[config.mk]
export PLATFORM = sky130hd
export DESIGN_NAME = fwd_hazard_unit
export DESIGN_NICKNAME = d
export VERILOG_FILES = /design/src/rtl/fwd_hazard_pkg.sv /design/src/rtl/fwd_hazard_match.sv /design/src/rtl/fwd_hazard_select.sv /design/src/rtl/fwd_hazard_unit.sv
export SDC_FILE = /design/constraint.sdc
export NUM_CORES = 1
export LEC_CHECK = 0
export BUFFER_PORTS_ARGS = -buffer_cell sky130_fd_sc_hd__buf_4
export CAP_MARGIN = 5
export CORE_AREA = 2 2 39 41
export DETAILED_ROUTE_END_ITERATION = 10
export DIE_AREA = 0 0 41 43
export PLACE_DENSITY = 0.88
export SYNTH_ARGS = -nofsm -noshare
export SYNTH_HDL_FRONTEND = slang
export SYNTH_SLANG_ARGS = --single-unit
[constraint.sdc]
create_clock -name vclk -period 1.6
set_input_delay 0.24 -clock vclk [all_inputs]
set_output_delay 0.24 -clock vclk [all_outputs]
set_load 0.05 [all_outputs]
[src/rtl/fwd_hazard_pkg.sv]
package fwd_hazard_pkg;

  localparam int NUM_OPS = 2;

  typedef enum logic [1:0] {
    SEL_DECODE = 2'b00,
    SEL_MEM    = 2'b01,
    SEL_WB     = 2'b10
  } fwdSel_e;

  // strobes from the comparator datapath to the select control
  typedef struct packed {
    logic [NUM_OPS-1:0] memHit;   // memory-stage destination matches operand
    logic [NUM_OPS-1:0] wbHit;    // write-back destination matches operand
    logic               memLoad;  // memory-stage instruction is a qualifying load
  } hitStrobes_t;

endpackage

[src/rtl/fwd_hazard_match.sv]
module fwd_hazard_match
  import fwd_hazard_pkg::*;
#(
  parameter int REG_IDX_W = 5
) (
  input  logic [NUM_OPS-1:0][REG_IDX_W-1:0] exSrc,
  input  logic [REG_IDX_W-1:0]              memRd,
  input  logic                              memRegWrite,
  input  logic                              memMemToReg,
  input  logic [REG_IDX_W-1:0]              wbRd,
  input  logic                              wbRegWrite,
  output hitStrobes_t                       strobes
);

  localparam logic [REG_IDX_W-1:0] ZERO_REG = '0;

  logic memWrites;
  logic wbWrites;

  // a stage is a source only if it writes a register other than zero
  assign memWrites = memRegWrite && (memRd != ZERO_REG);
  assign wbWrites  = wbRegWrite  && (wbRd  != ZERO_REG);

  genvar op;
  generate
    for (op = 0; op < NUM_OPS; op++) begin : g_cmp
      assign strobes.memHit[op] = memWrites && (exSrc[op] == memRd);
      assign strobes.wbHit[op]  = wbWrites  && (exSrc[op] == wbRd);
    end
  endgenerate

  assign strobes.memLoad = memWrites && memMemToReg;

endmodule

[src/rtl/fwd_hazard_select.sv]
module fwd_hazard_select
  import fwd_hazard_pkg::*;
(
  input  hitStrobes_t             strobes,
  output logic [NUM_OPS-1:0][1:0] selBus,
  output logic                    loadHazard
);

  genvar op;
  generate
    for (op = 0; op < NUM_OPS; op++) begin : g_pick
      fwdSel_e pick;
      always_comb begin
        // the nearer stage holds the younger value and takes priority
        if (strobes.memHit[op])     pick = SEL_MEM;
        else if (strobes.wbHit[op]) pick = SEL_WB;
        else                        pick = SEL_DECODE;
      end
      assign selBus[op] = pick;
    end
  endgenerate

  assign loadHazard = strobes.memLoad && (|strobes.memHit);

endmodule

[src/rtl/fwd_hazard_unit.sv]
module fwd_hazard_unit
  import fwd_hazard_pkg::*;
#(
  parameter int REG_IDX_W = 5
) (
  input  logic [REG_IDX_W-1:0] exRs1,
  input  logic [REG_IDX_W-1:0] exRs2,
  input  logic [REG_IDX_W-1:0] exRd,
  input  logic                 exMemToReg,
  input  logic                 exRegWrite,
  input  logic                 exMemWrite,
  input  logic                 exBranch,
  input  logic                 exJump,
  input  logic [REG_IDX_W-1:0] memRs1,
  input  logic [REG_IDX_W-1:0] memRs2,
  input  logic [REG_IDX_W-1:0] memRd,
  input  logic                 memMemToReg,
  input  logic                 memRegWrite,
  input  logic                 memMemWrite,
  input  logic                 memBranch,
  input  logic                 memJump,
  input  logic [REG_IDX_W-1:0] wbRs1,
  input  logic [REG_IDX_W-1:0] wbRs2,
  input  logic [REG_IDX_W-1:0] wbRd,
  input  logic                 wbMemToReg,
  input  logic                 wbRegWrite,
  input  logic                 wbMemWrite,
  input  logic                 wbBranch,
  input  logic                 wbJump,
  output logic [1:0]           fwdSelA,
  output logic [1:0]           fwdSelB,
  output logic                 loadHazard
);

  localparam logic [REG_IDX_W-1:0] ZERO_REG = '0;

  logic [NUM_OPS-1:0][REG_IDX_W-1:0] exSrc;
  logic [NUM_OPS-1:0][1:0]           selBus;
  hitStrobes_t                       strobes;
  logic [5*REG_IDX_W+11:0]           passiveFields;

  assign exSrc[0] = exRs1;
  assign exSrc[1] = exRs2;

  fwd_hazard_match #(.REG_IDX_W(REG_IDX_W)) u_match (
    .exSrc       (exSrc),
    .memRd       (memRd),
    .memRegWrite (memRegWrite),
    .memMemToReg (memMemToReg),
    .wbRd        (wbRd),
    .wbRegWrite  (wbRegWrite),
    .strobes     (strobes)
  );

  fwd_hazard_select u_select (
    .strobes    (strobes),
    .selBus     (selBus),
    .loadHazard (loadHazard)
  );

  assign fwdSelA = selBus[0];
  assign fwdSelB = selBus[1];

  // fields carried along the pipeline that take no part in the decision
  assign passiveFields = {exRd, exMemToReg, exRegWrite, exMemWrite, exBranch, exJump,
                          memRs1, memRs2, memMemWrite, memBranch, memJump,
                          wbRs1, wbRs2, wbMemToReg, wbMemWrite, wbBranch, wbJump};

  // port-level checks across the comparator and the select control
  always_comb begin
    a_r10_known_inputs: assert (!$isunknown(passiveFields))
      else $error("R10: passive pipeline fields carry unknown bits");
    a_r1_no_unused_code: assert (fwdSelA != 2'b11 && fwdSelB != 2'b11)
      else $error("R1: select carries unused code");
    a_r5_zero_source_a: assert (exRs1 != ZERO_REG || fwdSelA == 2'b00)
      else $error("R5: zero source on operand A forwarded");
    a_r5_zero_source_b: assert (exRs2 != ZERO_REG || fwdSelB == 2'b00)
      else $error("R5: zero source on operand B forwarded");
    a_r4_mem_first_a: assert (!(memRegWrite && memRd != ZERO_REG && memRd == exRs1)
                              || fwdSelA == 2'b01)
      else $error("R4: memory-stage match on operand A not selected");
    a_r4_mem_first_b: assert (!(memRegWrite && memRd != ZERO_REG && memRd == exRs2)
                              || fwdSelB == 2'b01)
      else $error("R4: memory-stage match on operand B not selected");
    a_r3_wb_only_a: assert (!(wbRegWrite && wbRd != ZERO_REG && wbRd == exRs1
                              && !(memRegWrite && memRd == exRs1)) || fwdSelA == 2'b10)
      else $error("R3: lone write-back match on operand A not selected");
    a_r8_flag_agrees: assert (!loadHazard || fwdSelA == 2'b01 || fwdSelB == 2'b01)
      else $error("R8: load-use flag without memory-stage select");
    a_r9_flag_needs_load: assert (!loadHazard || (memMemToReg && memRegWrite))
      else $error("R9: load-use flag without a memory-stage load");
  end

endmodule

Word-level counts from Yosys, hierarchy flattened
Cells that the tools add are included.
{ "totals": {"register_bits": 0, "output_inout_bits": 5, "inputBits": 60} }
{ "classes": {"mux": 4, "n_eq_ne": 4, "n_reduce_logical": 11} }
{ "op_table": {"columns": ["operator", "n"], "rows": [
  ["$eq A5 B5 Y1", 4],
  ["$reduce_bool A5 Y1", 2],
  ["$logic_and A1 B1 Y1", 8],
  ["$mux W2", 4],
  ["$reduce_or A2 Y1", 1]
]} }

Logic depth before layout (Yosys ltp)
Gate-level depths: netlist of run 1.
{ "logic_depth": {"word_depth": 5, "depth_mapped": 4} }

Modules after synthesis
From an unflattened synthesis of run 1, not the netlist that was laid out.
{ "hier_totals": {"cells_unflattened": 39, "hier_area_um2": 292.8} }
{ "by_module_without_submodules": {"columns": ["module", "area_per_inst_um2", "cells_each", "n_inst"], "rows": [
  ["fwd_hazard_match", 257.7, 34, 1],
  ["fwd_hazard_select", 35.0, 5, 1]
]} }

Worst setup path before layout of run 1
OpenSTA, ideal clock, no wires.
{ "synth_timing": {"path_type": "input -> output", "from": "input memRd[0]", "to": "output fwdSelA[1]", "n_path_buf": 0, "required_time_ns": 1.360, "slack_ns": -1.212, "path_stages": 4, "arrival_time_ns": 2.572, "cell_sequence": "or4_1 > o21ai_2 > nor4_1 > nor4_2"} }
{ "synth_between": {"elab_chain_cells": 4, "word_cells_on_any_way": 5, "cone_classes": "eq/ne: 1; mux: 1; reduce/logical: 3"} }
{ "synth_rtl": {"columns": ["item", "line", "text"], "rows": [
  ["start, declared", "fwd_hazard_unit.sv:16", "input logic [REG_IDX_W-1:0] memRd,"],
  ["$reduce_bool A5 Y1", "fwd_hazard_match.sv:21", "assign memWrites = memRegWrite && (memRd != ZERO_REG);"],
  ["$logic_and A1 B1 Y1", "fwd_hazard_match.sv:21", null],
  ["$logic_and A1 B1 Y1 *", "fwd_hazard_match.sv:27", "assign strobes.memHit[op] = memWrites && (exSrc[op] == memRd);"],
  ["$mux W2 *", "fwd_hazard_select.sv:15", "if (strobes.memHit[op]) pick = SEL_MEM;"],
  ["end, declared", "fwd_hazard_unit.sv:30", "output logic [1:0] fwdSelA,"]
]} }
Mark *: on every way between the ends. The rest lies on a longest branch, timed or not.

Worst setup path after layout of run 1
{ "layout_timing": {"from": "input exRs1[1]", "to": "output fwdSelA[1]"} }
{ "layout_between": {"elab_chain_cells": 4, "word_cells_on_any_way": 6, "cone_classes": "eq/ne: 2; mux: 2; reduce/logical: 2"} }
{ "layout_rtl": {"columns": ["item", "line", "text"], "rows": [
  ["start, declared", "fwd_hazard_unit.sv:6", "input logic [REG_IDX_W-1:0] exRs1,"],
  ["$eq A5 B5 Y1", "fwd_hazard_match.sv:28", "assign strobes.wbHit[op] = wbWrites && (exSrc[op] == wbRd);"],
  ["$logic_and A1 B1 Y1", "fwd_hazard_match.sv:28", null],
  ["$mux W2", "fwd_hazard_select.sv:16", "else if (strobes.wbHit[op]) pick = SEL_WB;"],
  ["$mux W2 *", "fwd_hazard_select.sv:15", null]
]} }
Marks and branches as above.

==> results of run 1 <==
## worst max path at each step
stage	startpoint	to	slack [ns]	depth (start not counted)
2_1_floorplan	memRd[4]	fwdSelA[1]	-0.34	4
3_3_place_gp	wbRd[2]	fwdSelA[1]	-0.24	6
3_5_place_dp	memRd[4]	fwdSelA[1]	-0.25	6
4_1_cts	exRs1[1]	fwdSelA[1]	-0.19	5
5_1_grt	exRs1[1]	fwdSelA[1]	-0.24	5
6_report	exRs1[1]	fwdSelA[1]	-0.18	5
## repair_timing
item                                   4_1_cts  5_1_grt
setup endpoints to repair                    5        5
buffers inserted                             0        2
gates resized for setup                     15       12
endpoints found under the hold margin        0        0
pin swaps                                    7        6
## cell families (layout without fill, tap and decap cells)
logic type,count (synthesis),in the layout,share of synthesized area [%]
buf+inv,1,47,1.29
xor+xnor,20,20,60.3
compound gates,3,3,7.33
simple gates,12,12,31.0
## routing by layer
metal	routed length, microns	vias to the layer above
met3	94	0
met5	0	-
li1	-	223
met1	363	198
met4	0	0
met2	687	23
## through the flow
| step | cells | instance area, sq um |
|---|---|---|
| finish | 98 | 848 |
| global route | 98 | 848 |
| CTS | 96 | 767 |
| detailed placement | 96 | 704 |
| global placement | 96 | 704 |
| floorplan | 36 | 354 |
## cells in the mapped netlist
library cell,instances
nor4_2,2
inv_1,1
nor4_1,2
nand3_1,2
xor2_1,14
o21ai_1,1
or3_1,2
a211oi_1,1
or4_1,4
xnor2_1,6
o21ai_2,1
## power breakdown
part,internal [W],total (W),switching [W]
logic,0.000129,0.000226,0.0000967
clock network,0,0,0
registers,0,0,0
total,0.000129,0.000226,0.0000967
## area by class of cell
cell class,instances,area (sq um)
fillers,133,536
repair buffers,46,402
multi-input cells,35,423
inverters,1,3.75
well taps,16,20.0
## worst max-delay path, stage by stage
cell	delay [ns]
buf_4	0.12
xor2_1	0.15
or4_4	0.54
nor4_4	0.29
buf_6	0.19
==> metrics.md, run 1 <==
| Metric | Value |
|---|---|
| Vias in the first global route | 469 |
| Area contributors post-synth | xor2_1 (42%), xnor2_1 (18%), or4_1 (10%), nor4_2 (8.6%), nor4_1 (4.3%) |
| Hold Path End | loadHazard |
| Port Buffer Count | 28 |
| Final Setup Violations | 5 |
| Post-Place Setup Slack | -0.253 ns |
| Final setup TNS | -0.633 ns |
| Vias | 444 |
| Core Rows | 14 |
| Sequential-to-total area share from yosys stat | 0% |
| Routed vias/inst | 4.53 |
| Failing checks | setup timing |
| Initial antenna violation count | 0 |
| Most common cell after layout, fill and taps aside | buf_4 |
| Die footprint | 0.00176 sq mm |
| Crit path kind | input pin to primary output |
| Req. time, crit path | 1.36 ns |
| Total track usage | 14.7% |
| GR Util met3 | 0% |
| Pleak | 0.375 nW |
| # IOs | 65 |
| Finished Core Util | 61.3% |
| Min cycle time layout | 1.78 ns |
| Post-route ant nets | 0 |
| Grt total ovfl | 0 |
| Seq Cell Count | 0 |
| Slew headroom | 79.7% |
| Synthesized area | 290 sq um |
| Met1 GRT Util | 16.8% |
| GRT busiest layer | met2 |
| Tightest Pin Transition | 0.302 ns |
| Post-Syn Area per Cell | 8.06 sq um |
| Register area | 0 sq um |
| DRC | 0 |
| Pin count of the biggest net entering global routing | 4 |
| Post-Syn Nets | 96 |
| Core area | 0.00138 sq mm |
| Routed Wire Length | 1150 microns |
| RD Place Congestion | 0.736 |
| VDD IR-drop max | 128 uV |
| Worst hold path type | input pin to primary output |
| Share of cells above drive strength 1 | 79.3% |
| Most frequent cells in the layout | buf_4 (33), xor2_1 (12), buf_6 (11) |
| Initial Util | 21.0% |
| Hold Path Depth | 4 |
| Distinct cells, synth | 11 |
| Synth Instances | 36 |
| Post-DP HPWL | 1090 microns |
| Die H | 43 microns |
| Post-synth top area share | 42.2% |
| Area growth syn-to-layout | 192% |
| CP startpoint kind | input pin |
| Max Slew Vio Count | 0 |
| GR met2 Demand/Resource | 29.4% |
| N_diodes | 0 |
| Final WS setup | -0.179 ns |
| 1st-pass router iterations | 2 |
| Layout clock buffers | 0 |
| Status | finished, violations left |
| Cell Pwr Density | 266 mW/mm^2 |
| CTS Hold Buffers Added | 0 |
| Maximum clock rate | 562 MHz |
| Average wire per standard cell | 11.7 microns |
| RSZ-0062 raised after global routing | true |
| WHS | 0.823 ns |
| Worst EP arrival | 1.54 ns |
| Die Wd | 41 microns |
| Tcrit/Tclk final | 111% |
| Synth Warn # | 0 |
| CP Capture Type | primary output |
| Top cell type by total area after synthesis | xor2_1 |
| DR iter-0 viols | 1 |
| Hold Crit Start | memMemToReg |
| Final Hold Violating Endpoints | 0 |
| Max-Cap Viols | 0 |
| Worst Path Max Fanout | 2 |
| Final net count | 144 |
| First-pass GRT wire length | 1870 microns |
| PnR Total Power | 0.000226 W |
(Power assumes the default switching activity.)
==> run 2: changes to the inputs <==
--- a/config.mk
+++ b/config.mk
@@ -7,3 +7,3 @@
 export LEC_CHECK = 0
-export BUFFER_PORTS_ARGS = -buffer_cell sky130_fd_sc_hd__buf_4
+export BUFFER_PORTS_ARGS = -buffer_cell sky130_fd_sc_hd__buf_2
 export CAP_MARGIN = 5
==> constraint.sdc (replaced) <==
create_clock -name vclk -period 1.6
set_input_delay 0.32 -clock vclk [all_inputs]
set_output_delay 0.32 -clock vclk [all_outputs]
set_load 0.05 [all_outputs]
==> metrics.md, run 2 (synthesized netlist as in run 1, its figures left out) <==
| Metric | Value |
|---|---|
| Final Hold Violating Endpoints | 0 |
| Average wire per standard cell | 11.8 microns |
| First-pass GRT wire length | 1900 microns |
| DR iter-0 viols | 2 |
| Max Slew Vio Count | 0 |
| Seq Cell Count | 0 |
| Clock share of power | 0% |
| Design Area, Final | 918 sq um |
| Most frequent cells in the layout | buf_2 (19), buf_6 (15), buf_4 (15) |
| Tightest Pin Transition | 0.326 ns |
| Worst EP arrival | 1.64 ns |
| Core area | 0.00138 sq mm |
| Psw | 0.000109 W |
| Core Rows | 14 |
| DRC | 0 |
| P_int | 0.000148 W |
| Min cycle time layout | 1.96 ns |
| Worst Path Max Fanout | 3 |
| Die footprint | 0.00176 sq mm |
| N_diodes | 0 |
| Post-route ant nets | 0 |
| Post-Place Setup Slack | -0.505 ns |
| Area growth syn-to-layout | 216% |
| Crit-path slowest cell | or4_4 |
| 1st-pass router iterations | 2 |
| Worst stage delay on the critical path | 0.55 ns |
| Register area | 0 sq um |
| Comb pwr share | 100.0% |
| Worst hold path type | input pin to primary output |
| Status | finished, violations left |
| Hold Path End | loadHazard |
| Routed Wire Length | 1230 microns |
| CP startpoint kind | input pin |
| Total track usage | 15.0% |
| Port Buffer Count | 28 |
| Grt total ovfl | 0 |
| VDD IR-drop max | 145 uV |
| Final net count | 150 |
| Initial antenna violation count | 0 |
| Vias | 465 |
| Tcrit/Tclk final | 123% |
| Family with the most delay on the worst path | simple AND/OR/NAND/NOR gates |
| Req. time, crit path | 1.28 ns |
| RD Place Congestion | 0.765 |
| Routed vias/inst | 4.47 |
| Failing checks | setup timing |
| Hold Path Depth | 4 |
| Maximum clock rate | 510 MHz |
| Area of placed instances | 792 sq um |
| # fillers | 110 |
| Sw Ratio | 42.4% |
| Buffers and inverters on the worst path | 2 |
| Slew headroom | 78.1% |
| Most common cell after layout, fill and taps aside | buf_2 |
| Vias in the first global route | 508 |
| Die H | 43 microns |
| Pin count of the biggest net entering global routing | 4 |
| Post-DP HPWL | 1020 microns |
| Die Wd | 41 microns |
| Initial Util | 21.0% |
| Hold Crit Start | memMemToReg |
| Final Setup Violations | 5 |
| RSZ-0062 raised after global routing | true |
| Max-Cap Viols | 0 |
| Layout clock buffers | 0 |
| Share of cells above drive strength 1 | 80.7% |
| Cell Pwr Density | 280 mW/mm^2 |
| CP Capture Type | primary output |
| # IOs | 65 |
| Crit path kind | input pin to primary output |
| Final WS setup | -0.362 ns |
| Register share of total power | 0% |
| PnR Total Power | 0.000257 W |
| Pleak | 0.410 nW |
| Crit-path cells | buf_2 -> xor2_1 -> or4_4 -> nor4_4 -> buf_6 |
## run 2: worst max path at each step
| stage | from | end | cells after the start |
|---|---|---|---|
| after detailed placement | wbRd[2] | fwdSelA[1] | 6 |
| after CTS | memRd[4] | fwdSelB[1] | 6 |
| after floorplan | memRd[4] | fwdSelA[1] | 4 |
| final | wbRd[4] | fwdSelB[1] | 5 |
| after global placement | wbRd[2] | fwdSelA[1] | 6 |
| after global routing | wbRd[2] | fwdSelA[1] | 5 |
## run 2: power by group through the flow
stage               logic [W]  clock network, W  registers [W]
finish               0.000257                 0              0
global route         0.000274                 0              0
CTS                  0.000249                 0              0
detailed placement   0.000224                 0              0
global placement     0.000219                 0              0
floorplan            0.000103                 0              0
## run 2: final cells by class
| cell class | count | area, sq um | share of cell area, % |
|---|---|---|---|
| well taps | 16 | 20.0 | 2.18 |
| multi-input cells | 35 | 468 | 51.0 |
| repair buffers | 52 | 427 | 46.5 |
| inverters | 1 | 3.75 | 0.409 |
## run 2: repair_timing
item	4_1_cts	5_1_grt
resized for setup	26	4
hold buffers	0	0
buffers inserted	1	1
setup endpoints to repair	5	5
pin swaps	10	7
## run 2: metrics by stage
step,TNS (ns),cells,hold slack [ns],utilization (%)
after floorplan,-1.44,36,0.800,-
after global placement,-1.81,102,1.03,57.2
after detailed placement,-1.92,102,1.03,57.2
after CTS,-1.42,103,0.978,64.6
after global routing,-1.66,104,1.00,66.4
final,-1.37,104,0.976,66.4
## run 2: layer usage
metal	vias up	routed length (microns)	GRT usage, %
met4	0	0	0
met2	20	765	31.9
li1	238	-	-
met1	207	394	15.1
met5	-	0	0
met3	0	68	0
